`config.mk`:
```
export PLATFORM = sky130hd
export DESIGN_NAME = mphy_rx_port
export DESIGN_NICKNAME = d
export VERILOG_FILES = /design/src/rtl/mphy_rx_pkg.sv /design/src/rtl/mphy_rx_cellbuf.sv /design/src/rtl/mphy_rx_select.sv /design/src/rtl/mphy_rx_drive.sv /design/src/rtl/mphy_rx_port.sv
export SDC_FILE = /design/constraint.sdc
export NUM_CORES = 1
export LEC_CHECK = 0
export BUFFER_PORTS_ARGS = -buffer_cell sky130_fd_sc_hd__buf_2
export CAP_MARGIN = 40
export CORE_MARGIN = 5
export CORE_UTILIZATION = 35
export CTS_CLUSTER_SIZE = 10
export DETAILED_ROUTE_END_ITERATION = 10
export PLACE_DENSITY_LB_ADDON = 0.3
export SYNTH_ARGS = -nofsm -noshare
export SYNTH_HDL_FRONTEND = slang
export SYNTH_SLANG_ARGS = --single-unit
```
`constraint.sdc`:
```
create_clock -name clk -period 6.9 [get_ports clk]
set_input_delay 0.69 -clock clk [delete_from_list [all_inputs] [get_ports clk]]
set_output_delay 0.69 -clock clk [all_outputs]
set_load 0.02 [all_outputs]
```
`src/rtl/mphy_rx_pkg.sv`:
```
// Shared constants for the multi-device cell receive port.
// Assumes one byte-wide bus lane and a 5-bit device address space.
package mphy_rx_pkg;
    localparam int unsigned CELL_LEN_DEF  = 52;
    localparam int unsigned CELL_SLOT_DEF = 2;
    localparam int unsigned BUS_DW_DEF    = 8;
    localparam int unsigned BUS_AW_DEF    = 5;
endpackage

```
`src/rtl/mphy_rx_cellbuf.sv`:
```
// Cell store: a ring of SLOTS cell-sized slots.
// The write side fills one slot per cell. A start marker restarts the slot, and a
// byte with no marker and no cell open is dropped. The read side walks one slot
// byte by byte. A slot counts as held from its commit until its last byte is read.
// Assumes rd_adv_i is only raised when a cell is held.
module mphy_rx_cellbuf #(
    parameter int unsigned CELL_BYTES = 52,
    parameter int unsigned SLOTS      = 2,
    parameter int unsigned DW         = 8
) (
    input  logic          clk,
    input  logic          rst_n,
    input  logic          wr_valid_i,
    input  logic          wr_sop_i,
    input  logic [DW-1:0] wr_data_i,
    output logic          wr_ready_o,
    input  logic          rd_adv_i,
    output logic [DW-1:0] rd_data_o,
    output logic          rd_first_o,
    output logic          rd_last_o,
    output logic          cell_avail_o
);
    localparam int unsigned POS_W  = $clog2(CELL_BYTES);
    localparam int unsigned SLOT_W = (SLOTS > 1) ? $clog2(SLOTS) : 1;
    localparam int unsigned CNT_W  = $clog2(SLOTS + 1);
    localparam int unsigned DEPTH  = SLOTS * CELL_BYTES;
    localparam int unsigned MEM_AW = $clog2(DEPTH);
    localparam logic [POS_W-1:0] LAST_POS = POS_W'(CELL_BYTES - 1);

    logic [DW-1:0]     mem [DEPTH];
    logic [SLOT_W-1:0] wr_slot, rd_slot;
    logic [POS_W-1:0]  wr_pos, rd_pos;
    logic              wr_open;
    logic [CNT_W-1:0]  held_cnt;
    logic              accept, commit, rd_done;
    logic [POS_W-1:0]  wr_idx;

    function automatic logic [SLOT_W-1:0] slot_step(input logic [SLOT_W-1:0] s);
        return (s == SLOT_W'(SLOTS - 1)) ? '0 : s + SLOT_W'(1);
    endfunction

    function automatic logic [MEM_AW-1:0] flat(input logic [SLOT_W-1:0] s,
                                               input logic [POS_W-1:0] p);
        return MEM_AW'(s) * MEM_AW'(CELL_BYTES) + MEM_AW'(p);
    endfunction

    assign wr_ready_o   = (held_cnt < CNT_W'(SLOTS));
    assign accept       = wr_valid_i && wr_ready_o;
    assign commit       = accept && wr_open && !wr_sop_i && (wr_pos == LAST_POS);
    assign wr_idx       = wr_sop_i ? '0 : wr_pos;
    assign rd_last_o    = (rd_pos == LAST_POS);
    assign rd_first_o   = (rd_pos == '0);
    assign rd_done      = rd_adv_i && rd_last_o;
    assign cell_avail_o = (held_cnt != '0);
    assign rd_data_o    = mem[flat(rd_slot, rd_pos)];

    // Store an accepted byte at its place in the open slot.
    always_ff @(posedge clk) begin
        if (accept && (wr_sop_i || wr_open))
            mem[flat(wr_slot, wr_idx)] <= wr_data_i;
    end

    // Track the write position and move to the next slot when a cell completes.
    always_ff @(posedge clk) begin
        if (!rst_n) begin
            wr_slot <= '0;
            wr_pos  <= '0;
            wr_open <= 1'b0;
        end else if (accept) begin
            if (wr_sop_i) begin
                wr_open <= 1'b1;
                wr_pos  <= POS_W'(1);
            end else if (wr_open) begin
                if (wr_pos == LAST_POS) begin
                    wr_open <= 1'b0;
                    wr_pos  <= '0;
                    wr_slot <= slot_step(wr_slot);
                end else begin
                    wr_pos <= wr_pos + POS_W'(1);
                end
            end
        end
    end

    // Track the read position and move to the next slot after a cell's last byte.
    always_ff @(posedge clk) begin
        if (!rst_n) begin
            rd_slot <= '0;
            rd_pos  <= '0;
        end else if (rd_adv_i) begin
            if (rd_last_o) begin
                rd_pos  <= '0;
                rd_slot <= slot_step(rd_slot);
            end else begin
                rd_pos <= rd_pos + POS_W'(1);
            end
        end
    end

    // Count the cells held, from commit until fully read.
    always_ff @(posedge clk) begin
        if (!rst_n)
            held_cnt <= '0;
        else if (commit && !rd_done)
            held_cnt <= held_cnt + CNT_W'(1);
        else if (rd_done && !commit)
            held_cnt <= held_cnt - CNT_W'(1);
    end
endmodule

```
`src/rtl/mphy_rx_select.sv`:
```
// Address decode and selection.
// The selection is latched on every edge where read enable is sampled inactive.
// The drive window spans the cycles of active read enable plus the first inactive
// edge. The all-ones address never matches.
module mphy_rx_select #(
    parameter int unsigned AW = 5,
    parameter logic [AW-1:0] DEV_ADDR = AW'(1)
) (
    input  logic          clk,
    input  logic          rst_n,
    input  logic [AW-1:0] addr_i,
    input  logic          ren_act_i,
    output logic          window_o,
    output logic          clav_en_o
);
    localparam logic [AW-1:0] NULL_ADDR = '1;

    logic sel_q, ren_prev_q, addr_hit;

    assign addr_hit = (addr_i == DEV_ADDR) && (addr_i != NULL_ADDR);
    assign window_o = sel_q && (ren_act_i || ren_prev_q);

    // Latch the selection, the previous read enable and the poll response enable.
    always_ff @(posedge clk) begin
        if (!rst_n) begin
            sel_q      <= 1'b0;
            ren_prev_q <= 1'b0;
            clav_en_o  <= 1'b0;
        end else begin
            ren_prev_q <= ren_act_i;
            clav_en_o  <= addr_hit;
            if (!ren_act_i)
                sel_q <= addr_hit;
        end
    end
endmodule

```
`src/rtl/mphy_rx_drive.sv`:
```
// Byte sequencer.
// Inside the drive window, a cell boundary with a held cell emits the first byte
// with start-of-cell, whatever read enable is. Mid-cell bytes advance only on
// active read enable. Otherwise the last byte is held.
// The registered outputs give the one-clock release.
module mphy_rx_drive #(
    parameter int unsigned DW = 8
) (
    input  logic          clk,
    input  logic          rst_n,
    input  logic          window_i,
    input  logic          ren_act_i,
    input  logic          rd_first_i,
    input  logic          cell_avail_i,
    input  logic [DW-1:0] rd_data_i,
    output logic          rd_adv_o,
    output logic [DW-1:0] data_o,
    output logic          soc_o,
    output logic          oe_o,
    output logic          clav_o
);
    logic emit_new, emit_cont;

    assign emit_new  = window_i && rd_first_i && cell_avail_i;
    assign emit_cont = window_i && !rd_first_i && ren_act_i;
    assign rd_adv_o  = emit_new || emit_cont;

    // Register the bus byte, the start flag, the enable and the availability.
    always_ff @(posedge clk) begin
        if (!rst_n) begin
            data_o <= '0;
            soc_o  <= 1'b0;
            oe_o   <= 1'b0;
            clav_o <= 1'b0;
        end else begin
            oe_o   <= window_i;
            soc_o  <= emit_new;
            clav_o <= cell_avail_i;
            if (rd_adv_o)
                data_o <= rd_data_i;
        end
    end
endmodule

```
`src/rtl/mphy_rx_port.sv`:
```
// Top of the receive slave port: cell store, selection and byte sequencer.
// The bus pins use active-low read enable and cell-available. Every output has
// its own enable, so several instances can share the bus.
// Assumes DEV_ADDR is not the all-ones address.
module mphy_rx_port
    import mphy_rx_pkg::*;
#(
    parameter int unsigned CELL_BYTES = CELL_LEN_DEF,
    parameter int unsigned SLOTS      = CELL_SLOT_DEF,
    parameter int unsigned DW         = BUS_DW_DEF,
    parameter int unsigned AW         = BUS_AW_DEF,
    parameter logic [AW-1:0] DEV_ADDR = AW'(1)
) (
    input  logic          clk,
    input  logic          rst_n,
    input  logic          wr_valid_i,
    input  logic          wr_sop_i,
    input  logic [DW-1:0] wr_data_i,
    output logic          wr_ready_o,
    input  logic [AW-1:0] bus_addr_i,
    input  logic          bus_ren_n_i,
    output logic [DW-1:0] bus_data_o,
    output logic          bus_data_oe_o,
    output logic          bus_soc_o,
    output logic          bus_soc_oe_o,
    output logic          bus_clav_n_o,
    output logic          bus_clav_oe_o
);
    logic          ren_act, window, clav_en, clav_q, oe_q;
    logic          rd_adv, rd_first, rd_last, cell_avail;
    logic [DW-1:0] rd_data;

    assign ren_act       = ~bus_ren_n_i;
    assign bus_data_oe_o = oe_q;
    assign bus_soc_oe_o  = oe_q;
    assign bus_clav_n_o  = ~clav_q;
    assign bus_clav_oe_o = clav_en;

    mphy_rx_cellbuf #(.CELL_BYTES(CELL_BYTES), .SLOTS(SLOTS), .DW(DW)) u_buf (
        .clk(clk), .rst_n(rst_n),
        .wr_valid_i(wr_valid_i), .wr_sop_i(wr_sop_i), .wr_data_i(wr_data_i),
        .wr_ready_o(wr_ready_o), .rd_adv_i(rd_adv), .rd_data_o(rd_data),
        .rd_first_o(rd_first), .rd_last_o(rd_last), .cell_avail_o(cell_avail)
    );

    mphy_rx_select #(.AW(AW), .DEV_ADDR(DEV_ADDR)) u_sel (
        .clk(clk), .rst_n(rst_n), .addr_i(bus_addr_i), .ren_act_i(ren_act),
        .window_o(window), .clav_en_o(clav_en)
    );

    mphy_rx_drive #(.DW(DW)) u_drv (
        .clk(clk), .rst_n(rst_n), .window_i(window), .ren_act_i(ren_act),
        .rd_first_i(rd_first), .cell_avail_i(cell_avail), .rd_data_i(rd_data),
        .rd_adv_o(rd_adv), .data_o(bus_data_o), .soc_o(bus_soc_o),
        .oe_o(oe_q), .clav_o(clav_q)
    );
endmodule

```
==> impl_metrics.csv, run 1 <==
group,metric,value,unit
synthesis,netlist_top_cells_area,"edfxtp_1 (74%), mux4_2 (9.8%), mux2i_1 (4.1%), a22oi_1 (2.0%), dfxtp_1 (1.8%)",
clock_tree,clk_latency,0.65,ns
detailed_routing,drt-total-wl,81.2,mm
grt,grt_max_degree,94,
setup_path,cp.arrival,4.51,ns
place,port_buffers,31,
detailed_routing,post_drt_wl_per_cell,25.6,um
synthesis,yosysTopAreaCellShare,73.8,%
synthesis,synth_nets,1797,
power_and_ir_drop,irDropWorstVdd,225,uV
sta,finClkSkew,0.0275,ns
clock_tree,clock-sinks,863,
floorplan,die-area,0.103,mm2
detailed_routing,firstDrtPassIters,6,
setup_path,max_stage_delay,0.80,ns
final_layout,area_delta_synth_final,13.1,%
grt,use_met2,24.3,%
floorplan,start_util,35.2,%
synthesis,ys_seq_elements,863,
detailed_routing,route.vias.total,17100,
setup_path,path_class,"reg -> reg",
setup_path,critPathLaunchType,"flip-flop",
sta,drv_slew,0,
synthesis,ys_types,50,
setup_path,rr_startpoint,"u_buf.rd_pos[2]",
grt,use_met3,3.92,%
run_status,status,"complete, no violations",
synthesis,async_flop_share,0,%
clock_tree,cts_tree,"built",
setup_path,cpMostUsedCell,"ha_4",
clock_tree,cts_resized,0,
sta,rsz0062_at_grt,"false",
synthesis,ys_seq_area_share,75.6,%
setup_path,r2r_setup_slack,2.93,ns
detailed_routing,drt-initial-drc-count,1873,
clock_tree,cts_buffers,98,
clock_tree,hold_buffers,0,
final_layout,mostFrequentLayoutCell,"edfxtp_1",
floorplan,die_w,321,um
floorplan,io-pin-count,32,
power_and_ir_drop,combinationalPowerShare,1.3,%
setup_path,crit_required,7.45,ns
floorplan,die_y,321,um
clock_tree,cts_buffer_depth,3,
grt,gr-total-overflow,0,
detailed_routing,ant_nets,0,
place,gp_congestion,0.869,
sta,post-route-min-period,3.97,ns
setup_path,path_cells,"ha_4, ha_4, buf_4, mux2i_1, a22o_1, a221oi_1, a211oi_1, o2111ai_1, o211a_1",
min_path,min_from,"bus_addr_i[4]",
sta,setup_viol,0,
power_and_ir_drop,sw_frac_of_total,19.9,%
synthesis,dominantRegCellSynth,"edfxtp_1",
synthesis,synth_area_per_cell,19.2,um2
sta,relSlewSlack,38.1,%
sta,fmax,252,MHz
setup_path,cp_max_fo,48,
min_path,worstHoldEndpoint,"u_sel.clav_en_o",
setup_path,crit_slowest_cell,"a211oi_1",
setup_path,rr_endpoint,"u_drv.data_o[7]",
place,dpl_worst_slack,2.97,ns
sta,fin_ws,2.93,ns
grt,grt_pass1_vias,17300,
sta,worst_slew_pin_slew,0.927,ns
grt,top_usage_layer,"met2",
setup_path,cp-end-kind,"flip-flop",
detailed_routing,drc,0,
synthesis,netlist_area,0.0338,mm2
floorplan,core,0.0963,mm2
clock_tree,cts-root-buf,"clkbuf_16",
setup_path,crit_family,"compound AO/OA/AOI/OAI gates",
final_layout,fin_util,39.8,%
synthesis,yosysWarnings,0,
synthesis,synth_edf_count,832,
synthesis,synthCells,1767,
final_layout,nets,1877,
final_layout,layout_common_cells,"edfxtp_1 (832), nor2_1 (163), mux4_2 (148), mux2i_1 (139), clkbuf_16 (98)",
final_layout,nFillCells,8563,
grt,antenna_found_initial,5,
synthesis,synth_top_cell_by_area,"edfxtp_1",
grt,grt_use_total,15.5,%
power_and_ir_drop,p_int,8370,uW
floorplan,fp-row-count,114,
clock_tree,post_cts_buffers,0,
sta,hold_viol,0,
setup_path,rr_worst_depth,9,
grt,grt_util_met1,21.4,%
power_and_ir_drop,p_sw,2070,uW
sta,fin_crit_sh,57.5,%
final_layout,drive_gt1_share,18.1,%
detailed_routing,viasPerCell,5.39,
sta,tns,0,ns
power_and_ir_drop,powerDensity,273,mW/mm2
min_path,hold_path_class,"in -> reg",
clock_tree,clk_pin_slew,0.06,ns
job,drv_cap,0,
power_and_ir_drop,p_seq_share,55.1,%
power_and_ir_drop,power_leakage,0.0115,uW
min_path,min_path_cells,2,
clock_tree,ctsHtreeMaxLevel,3,
setup_path,crit_buf_inv,1,
place,dp_hpwl,49.6,mm
power_and_ir_drop,clkPwrFrac,43.6,%
grt,grt_pass1_wl,118,mm
metal layers:
layer | part of all wire, % | up-vias
met1 | 43 | 8976
met3 | 7.6 | 145
met4 | 2.5 | 6
met2 | 47 | 637
li1 | - | 7321
met5 | 0.044 | -
state kept, by name, summed over array words and instances (netlist names):
register / count
u_buf.rd_slot: 1
u_sel.clav_en_o: 1
u_buf.rd_pos: 6
u_sel.sel_q: 1
u_buf.held_cnt: 2
u_drv.oe_o: 1
u_drv.soc_o: 1
u_buf.wr_pos: 6
u_drv.data_o: 8
u_buf.mem: 832
u_buf.wr_open: 1
u_buf.wr_slot: 1
u_drv.clav_o: 1
u_sel.ren_prev_q: 1
stage by stage:
step	hold WS, ns	power, uW	area (um2)	std cells
2_1_floorplan	0.427	5880	33800	1767
3_3_place_gp	0.434	5990	35400	3008
3_5_place_dp	0.443	5990	35500	3022
4_1_cts	0.168	10500	38300	3166
5_1_grt	0.208	10800	38300	3167
6_report	0.204	10400	38300	3168
cell families (layout without fill, tap and decap cells):
logic type | Yosys count | in the layout | share of synthesized area, %
flops | 863 | 863 | 75.6
xor+xnor | 19 | 19 | 0.492
simple gates | 296 | 296 | 3.79
mux | 288 | 288 | 14.0
other cells | 0 | 1 | 0
compound gates | 186 | 186 | 3.96
fa+ha+maj | 12 | 12 | 0.444
buf+inv | 103 | 227 | 1.65
Yosys cell counts, types with 6 or more instances:
cell and n:
inv_1 8, buf_2 40, nor3_1 10, nor2b_1 10, dfxtp_1 31, xnor2_1 7
nand2_1 49, edfxtp_1 832, o21ai_0 6, buf_6 8, nand4_1 14, and2_1 8
a22o_1 7, ha_1 12, mux4_2 148, nor2_1 164, a21oi_1 34, o2111ai_1 7
mux2i_1 139, a211oi_1 9, o211a_1 7, xor2_1 12, buf_4 16, a22oi_1 92
clkbuf_1 26, a221oi_1 7, nand3_1 31
layout make-up:
type | count | area [um2] | area share (%)
Sequential cell | 863 | 25600 | 66.9
Multi-Input combinational cell | 801 | 7730 | 20.2
Clock buffer | 134 | 2600 | 6.79
Tap cell | 1276 | 1600 | 4.17
Timing Repair Buffer | 73 | 556 | 1.45
Clock inverter | 10 | 143 | 0.373
Inverter | 10 | 37.5 | 0.0981
Antenna cell | 1 | 2.50 | 0.00654
worst reg2reg max path, stage by stage, from the launching register on:
cell and delay, ns:
dfxtp_1 0.40, ha_4 0.22, ha_4 0.66, buf_4 0.76, mux2i_1 0.41, a22o_1 0.18, a221oi_1 0.07, a211oi_1 0.80
o2111ai_1 0.23, o211a_1 0.16
how the worst max path moves through the flow:
stage                          from               end  slack, ns  cells past startpoint
global placement    u_buf.rd_pos[2]   u_drv.data_o[7]       2.72                      7
detailed placement  u_buf.rd_pos[0]   u_drv.data_o[3]       2.97                      8
finish              u_buf.rd_pos[2]   u_drv.data_o[7]       2.93                      9
global route        u_buf.rd_pos[0]   u_drv.data_o[3]       2.70                      8
CTS                 u_buf.rd_pos[0]   u_drv.data_o[3]       2.95                      8
floorplan                  wr_sop_i  u_buf.mem[56][0]       3.97                     10
power by group through the flow:
| stage | sequential [uW] | clock [uW] | combinational, uW |
|---|---|---|---|
| after global routing | 5750 | 4880 | 144 |
| after floorplan | 5860 | 0 | 18.9 |
| after CTS | 5750 | 4640 | 137 |
| after global placement | 5860 | 0 | 128 |
| after detailed placement | 5860 | 0 | 137 |
| final | 5750 | 4560 | 133 |
(Power assumes the default switching activity.)
==> inputs of run 2 (changes only) <==
==> constraint.sdc (replaced) <==
create_clock -name clk -period 3.9 [get_ports clk]
set_input_delay 0.39 -clock clk [delete_from_list [all_inputs] [get_ports clk]]
set_output_delay 0.39 -clock clk [all_outputs]
set_load 0.02 [all_outputs]
==> run 2 against run 1 <==
  * Largest power group unchanged
  * Core utilization rose by 1.0 points
  * Sequential share of layout area fell by 1.7 points
  * Largest cell class unchanged
  * Final area rose by 2.6%
  * Clock skew rose by 0.0013 ns
  * Global-route usage rose by 0.74 points
  * Cell count rose by 3.3%
  * Routed wire length rose by 4.2%
  * Critical path type unchanged
  * First-iteration DRC count rose by 8.6%
  * Maximum frequency rose by 21%
  * Setup slack got worse by 2.3 ns
==> impl_metrics.csv, run 2 (synthesis gave the netlist of run 1 again) <==
group,metric,value,unit
sta,finClkSkew,0.0288,ns
final_layout,fin_util,40.8,%
detailed_routing,firstDrtPassIters,5,
place,dpl_worst_slack,0.614,ns
setup_path,crit_family,"compound AO/OA/AOI/OAI gates",
floorplan,die_w,321,um
final_layout,area_delta_synth_final,16.0,%
clock_tree,post_cts_buffers,0,
floorplan,core,0.0963,mm2
sta,hold_viol,0,
final_layout,antennaDiodeCount,0,
sta,relSlewSlack,40.5,%
detailed_routing,drt-total-wl,84.6,mm
floorplan,die-area,0.103,mm2
clock_tree,cts_tree,"built",
power_and_ir_drop,powerDensity,473,mW/mm2
final_layout,mostFrequentLayoutCell,"edfxtp_1",
detailed_routing,post_drt_wl_per_cell,25.8,um
setup_path,cp_max_fo,32,
place,dp_hpwl,53.5,mm
final_layout,drive_gt1_share,22.7,%
final_layout,nets,1992,
clock_tree,clk_latency,0.65,ns
detailed_routing,viasPerCell,5.42,
clock_tree,cts-root-buf,"clkbuf_16",
clock_tree,clock-sinks,863,
setup_path,cp-end-kind,"flip-flop",
clock_tree,clk_pin_slew,0.06,ns
detailed_routing,drt-initial-drc-count,2035,
final_layout,layout_common_cells,"edfxtp_1 (832), nor2_1 (163), mux4_2 (148), buf_4 (146), mux2i_1 (139)",
final_layout,largest-register,"u_buf.mem",
sta,worst_slew_pin_slew,0.891,ns
setup_path,max_stage_delay,0.74,ns
sta,rsz0062_at_grt,"false",
grt,grt_pass1_wl,124,mm
place,port_buffers,31,
floorplan,start_util,35.2,%
setup_path,cp.arrival,3.82,ns
setup_path,crit_required,4.44,ns
min_path,hold_path_class,"in -> reg",
detailed_routing,ant_nets,0,
grt,grt_max_degree,79,
final_layout,largest_register_ffs,832,
grt,grt_pass1_vias,18000,
clock_tree,cts_buffer_depth,3,
setup_path,path_class,"reg -> reg",
sta,setup_viol,0,
grt,grt_use_total,16.2,%
sta,tns,0,ns
clock_tree,ctsHtreeMaxLevel,3,
run_status,status,"complete, no violations",
detailed_routing,drc,0,
detailed_routing,route.vias.total,17700,
floorplan,io-pin-count,32,
floorplan,fp-row-count,114,
clock_tree,hold_buffers,3,
grt,gr-total-overflow,0,
power_and_ir_drop,power_leakage,0.0122,uW
setup_path,crit_buf_inv,0,
floorplan,die_y,321,um
setup_path,path_cells,"ha_4, nor2b_1, a22o_1, a221oi_1, a211oi_1, o2111ai_1, o211a_1",
job,drv_cap,0,
final_layout,top_regs,"u_buf.mem x832, u_drv.data_o x8",
setup_path,crit_slowest_cell,"nor2b_1",
sta,fin_crit_sh,84.3,%
clock_tree,cts_buffers,98,
power_and_ir_drop,total_power,18500,uW
power_and_ir_drop,irDropWorstVdd,305,uV
grt,antenna_found_initial,3,
sta,fmax,304,MHz
sta,fin_ws,0.613,ns
place,gp_congestion,0.853,
sta,drv_slew,0,
clock_tree,cts_resized,0,
setup_path,critPathLaunchType,"flip-flop",
setup_path,r2r_setup_slack,0.61,ns
sta,post-route-min-period,3.29,ns
==> run 2: changes by cell type in the layout (fill, tap and decap cells not counted), sizes merged <==
cell	delta
buf	+112
clkbuf	-6
clkinv	-4
dlygate4sd3	+3
bufinv	+1
diode	-1
inv	+1
==> run 2: worst paths after layout <==
| check | startpoint | to | cells past startpoint |
|---|---|---|---|
| worst max register to register | u_buf.rd_pos[2] | u_drv.data_o[7] | 7 |
| worst min register to register | u_sel.ren_prev_q | u_drv.oe_o | 2 |
| worst max-delay path | u_buf.rd_pos[2] | u_drv.data_o[7] | 7 |
| worst min-delay path | rst_n | u_drv.oe_o | 3 |
==> run 2: stage by stage <==
stage / std cells / area, um2 / hold slack (ns)
CTS: 3274 / 39300 / 0.0520
global placement: 3127 / 36400 / 0.443
finish: 3274 / 39300 / 0.0887
floorplan: 1767 / 33800 / 0.427
detailed placement: 3135 / 36500 / 0.446
global route: 3274 / 39300 / 0.0665
==> run 2: tightest hold or removal path: cells and delay by family <==
| kind | cells | cell delay, ns |
|---|---|---|
| and+or+nand+nor | 1 | 0.10 |
| AOI/OAI and AO/OA | 1 | 0.04 |
| buffers and inverters | 1 | 0.15 |
==> run 2: layout make-up <==
type,instances,area (um2)
Multi-Input combinational cell,801,7720
Clock inverter,8,100
Sequential cell,863,25600
Fill cell,8479,57000
Timing Repair Buffer,188,1560
Clock buffer,128,2630
Tap cell,1276,1600
Inverter,10,37.5
==> run 2: layer usage <==
| metal | vias to the layer above | global-route usage [%] | wire length, um |
|---|---|---|---|
| li1 | 7553 | - | - |
| met3 | 141 | 3.33 | 6190 |
| met4 | 0 | 4.21 | 2100 |
| met1 | 9340 | 23.3 | 36500 |
| met5 | - | 0 | 0 |
| met2 | 708 | 25.4 | 39800 |
==> run 2: report_power, final <==
| group | switching [uW] | internal [uW] | leakage (uW) |
|---|---|---|---|
| clock | 3410 | 4710 | 0.00132 |
| combinational | 212 | 43.2 | 0.00311 |
| sequential | 5.12 | 10200 | 0.00773 |
| total | 3630 | 14900 | 0.0122 |
==> inputs of run 3 (changes only) <==
--- a/config.mk
+++ b/config.mk
@@ -5,6 +5,7 @@
 export SDC_FILE = /design/constraint.sdc
 export NUM_CORES = 1
 export LEC_CHECK = 0
+export ABC_AREA = 1
 export BUFFER_PORTS_ARGS = -buffer_cell sky130_fd_sc_hd__buf_2
 export CAP_MARGIN = 40
 export CORE_MARGIN = 5
==> constraint.sdc (replaced) <==
create_clock -name clk -period 2.86 [get_ports clk]
set_input_delay 0.286 -clock clk [delete_from_list [all_inputs] [get_ports clk]]
set_output_delay 0.286 -clock clk [all_outputs]
set_load 0.02 [all_outputs]
==> run 3 against run 2 <==
  * Area after synthesis increased by 5.8%
  * Sequential share of layout area decreased by 3.3 points
  * Critical endpoint is now u_buf.mem[27][6]
  * Highest routed layer unchanged
  * Routed wire length increased by 14%
  * Maximum frequency increased by 30%
  * Register-to-register slack got worse by 0.29 ns
  * Die area increased by 5.6%
  * Clock skew increased by 0.017 ns
  * Final area increased by 5.3%
  * Flip-flop and latch count unchanged
  * Cell count increased by 44%
==> impl_metrics.csv, run 3 <==
group,metric,value,unit
synthesis,dominantRegCellSynth,"edfxtp_1",
synthesis,async_flop_share,0,%
grt,grt_max_degree,180,
power_and_ir_drop,p_sw,5170,uW
min_path,min_from,"rst_n",
grt,gr-total-overflow,0,
grt,grt_use_total,17.6,%
clock_tree,clk_latency,0.68,ns
synthesis,synth_edf_count,832,
synthesis,yosysMostFrequentCell,"nand2_1",
setup_path,rr_startpoint,"u_buf.wr_pos[2]",
synthesis,synth_area_per_cell,11.4,um2
job,drv_cap,0,
floorplan,core,0.102,mm2
detailed_routing,post_drt_wl_per_cell,20.5,um
floorplan,start_util,35.2,%
floorplan,fp-row-count,117,
detailed_routing,drt-total-wl,96.6,mm
final_layout,layout_common_cells,"nand2_1 (905), edfxtp_1 (832), nand3_1 (659), nor2_1 (227), buf_4 (185)",
clock_tree,cts_tree,"built",
sta,worst_slew_pin_slew,0.901,ns
sta,holdWs,0.0618,ns
setup_path,critPathLaunchType,"flip-flop",
setup_path,rr_endpoint,"u_buf.mem[27][6]",
sta,fmax,394,MHz
synthesis,netlist_area,0.0358,mm2
final_layout,final_area,0.0413,mm2
grt,grt_pass1_vias,23000,
clock_tree,cts-root-buf,"clkbuf_16",
clock_tree,cts_buffer_depth,3,
floorplan,die_w,330,um
final_layout,mostFrequentLayoutCell,"nand2_1",
sta,relSlewSlack,40.0,%
floorplan,io-pin-count,32,
synthesis,ys_seq_elements,863,
setup_path,crit_slowest_cell,"dfxtp_1",
final_layout,nets,3322,
setup_path,max_stage_delay,0.33,ns
detailed_routing,drc,0,
min_path,min_path_cells,3,
detailed_routing,firstDrtPassIters,5,
power_and_ir_drop,p_int,20400,uW
detailed_routing,ant_nets,0,
place,placed_area,0.0384,mm2
power_and_ir_drop,total_power,25600,uW
synthesis,yosysTopAreaCellShare,69.8,%
sta,hold_viol,0,
synthesis,synthCells,3150,
synthesis,netlist_top_cells_area,"edfxtp_1 (70%), nand2_1 (9.5%), nand3_1 (9.2%), nor2_1 (2.4%), dfxtp_1 (1.7%)",
final_layout,largest_register_ffs,832,
min_path,hold_path_class,"in -> reg",
power_and_ir_drop,p_seq_share,54.2,%
clock_tree,cts_buffers,99,
clock_tree,ctsHtreeMaxLevel,3,
detailed_routing,viasPerCell,5.04,
final_layout,area_delta_synth_final,15.5,%
sta,drv_slew,0,
final_layout,largest-register,"u_buf.mem",
power_and_ir_drop,sw_frac_of_total,20.2,%
sta,fin_crit_sh,88.6,%
sta,finClkSkew,0.0454,ns
power_and_ir_drop,powerDensity,619,mW/mm2
final_layout,antennaDiodeCount,0,
clock_tree,clock-sinks,863,
power_and_ir_drop,power_leakage,0.0150,uW
place,port_buffers,31,
setup_path,cp.arrival,2.88,ns
setup_path,cp_max_fo,8,
clock_tree,clk_pin_slew,0.06,ns
min_path,worstHoldEndpoint,"u_drv.data_o[0]",
sta,rsz0062_at_grt,"false",
power_and_ir_drop,irDropWorstVdd,557,uV
synthesis,synthTopCellsByCount,"nand2_1 (905), edfxtp_1 (832), nand3_1 (659)",
setup_path,rr_worst_depth,11,
setup_path,cp-end-kind,"flip-flop",
final_layout,top_regs,"u_buf.mem x832, u_drv.data_o x8",
detailed_routing,route.vias.total,23700,
setup_path,crit_required,3.21,ns
final_layout,drive_gt1_share,10.7,%
setup_path,path_cells,"inv_1, nor2_1, ha_1, ha_1, a31oi_1, inv_1, nor2_2, nand2_1, buf_4, nor2_1, buf_4",
synthesis,synth_nets,3180,
sta,tns,0,ns
sta,setup_viol,0,
detailed_routing,drt-initial-drc-count,2425,
power_and_ir_drop,clkPwrFrac,44.1,%
synthesis,ys_types,34,
place,dp_hpwl,58.2,mm
place,gp_congestion,0.840,
synthesis,yosysWarnings,0,
power_and_ir_drop,combinationalPowerShare,1.7,%
grt,grt_pass1_wl,145,mm
floorplan,die-area,0.109,mm2
setup_path,r2r_setup_slack,0.32,ns
sta,post-route-min-period,2.54,ns
run_status,status,"complete, no violations",
floorplan,die_y,330,um
synthesis,ys_seq_area_share,71.5,%
synthesis,synth_top_cell_by_area,"edfxtp_1",
grt,antenna_found_initial,1,
setup_path,path_class,"reg -> reg",
[run 3: per-stage QoR]
stage / cells / util [%] / setup WS, ns
6_report: 4706 / 40.6 / 0.325
5_1_grt: 4706 / 40.6 / 0.156
4_1_cts: 4706 / 40.6 / 0.149
3_5_place_dp: 4555 / 37.8 / 0.0781
3_3_place_gp: 4555 / 37.8 / 0.119
2_1_floorplan: 3150 / - / 0.407
[run 3: logic make-up (layout without fill, tap and decap cells)]
group	after synthesis	in the layout	synth area share, %
AOI/OAI and AO/OA	142	142	2.28
xor gates and xnor gates	3	3	0.0944
adders and majority gates	12	12	0.419
buffers and inverters	325	513	4.37
DFF	863	863	71.5
and+or+nand+nor	1805	1805	21.3
[run 3: how the worst max path moves through the flow]
stage	startpoint	endpoint	cells past startpoint
2_1_floorplan	u_buf.rd_pos[0]	u_buf.held_cnt[1]	16
3_3_place_gp	wr_sop_i	u_buf.mem[27][2]	11
4_1_cts	u_buf.wr_pos[2]	u_buf.mem[27][6]	11
3_5_place_dp	wr_sop_i	u_buf.mem[27][2]	11
6_report	u_buf.wr_pos[2]	u_buf.mem[27][6]	11
5_1_grt	u_buf.wr_pos[2]	u_buf.mem[23][2]	11
[run 3: worst max-delay path, delay by kind of cell, from the launching register on]
| kind | cells | cell delay, ns |
|---|---|---|
| AND/OR/NAND/NOR | 4 | 0.62 |
| AO/OA/AOI/OAI | 1 | 0.23 |
| adder cells (fa/ha/maj) | 2 | 0.44 |
| buffers and inverters | 4 | 0.60 |
| flip-flops | 1 | 0.33 |
[run 3: final cells by class]
class | count | area [um2]
clock buffer | 137 | 2670
clock inverter | 10 | 181
fill | 9615 | 60400
inverter | 132 | 517
multi-input combinational | 1962 | 8660
sequential | 863 | 25600
tap | 1368 | 1710
timing repair buffer | 234 | 1980
[run 3: what timing repair did]
item | 4_1_cts | 5_1_grt
endpoints found under the setup margin | 0 | 9
hold endpoints to repair | 4 | 0
buffers inserted | 0 | 0
hold buffers | 4 | 0
gates resized for setup | 0 | 1
[run 3: routing by layer]
metal	routed length, um	global-route usage, %	up-vias
met3	7250	3.20	137
met5	0	0	-
li1	-	-	11200
met1	42200	24.9	11500
met4	2160	4.47	0
met2	44900	28.2	846
[run 3: power groups by stage]
stage	logic, uW	clock network [uW]	registers, uW
floorplan	60.4	0	14100
global placement	429	0	14100
detailed placement	427	0	14100
CTS	431	11500	13900
global route	450	12000	13900
finish	424	11300	13900
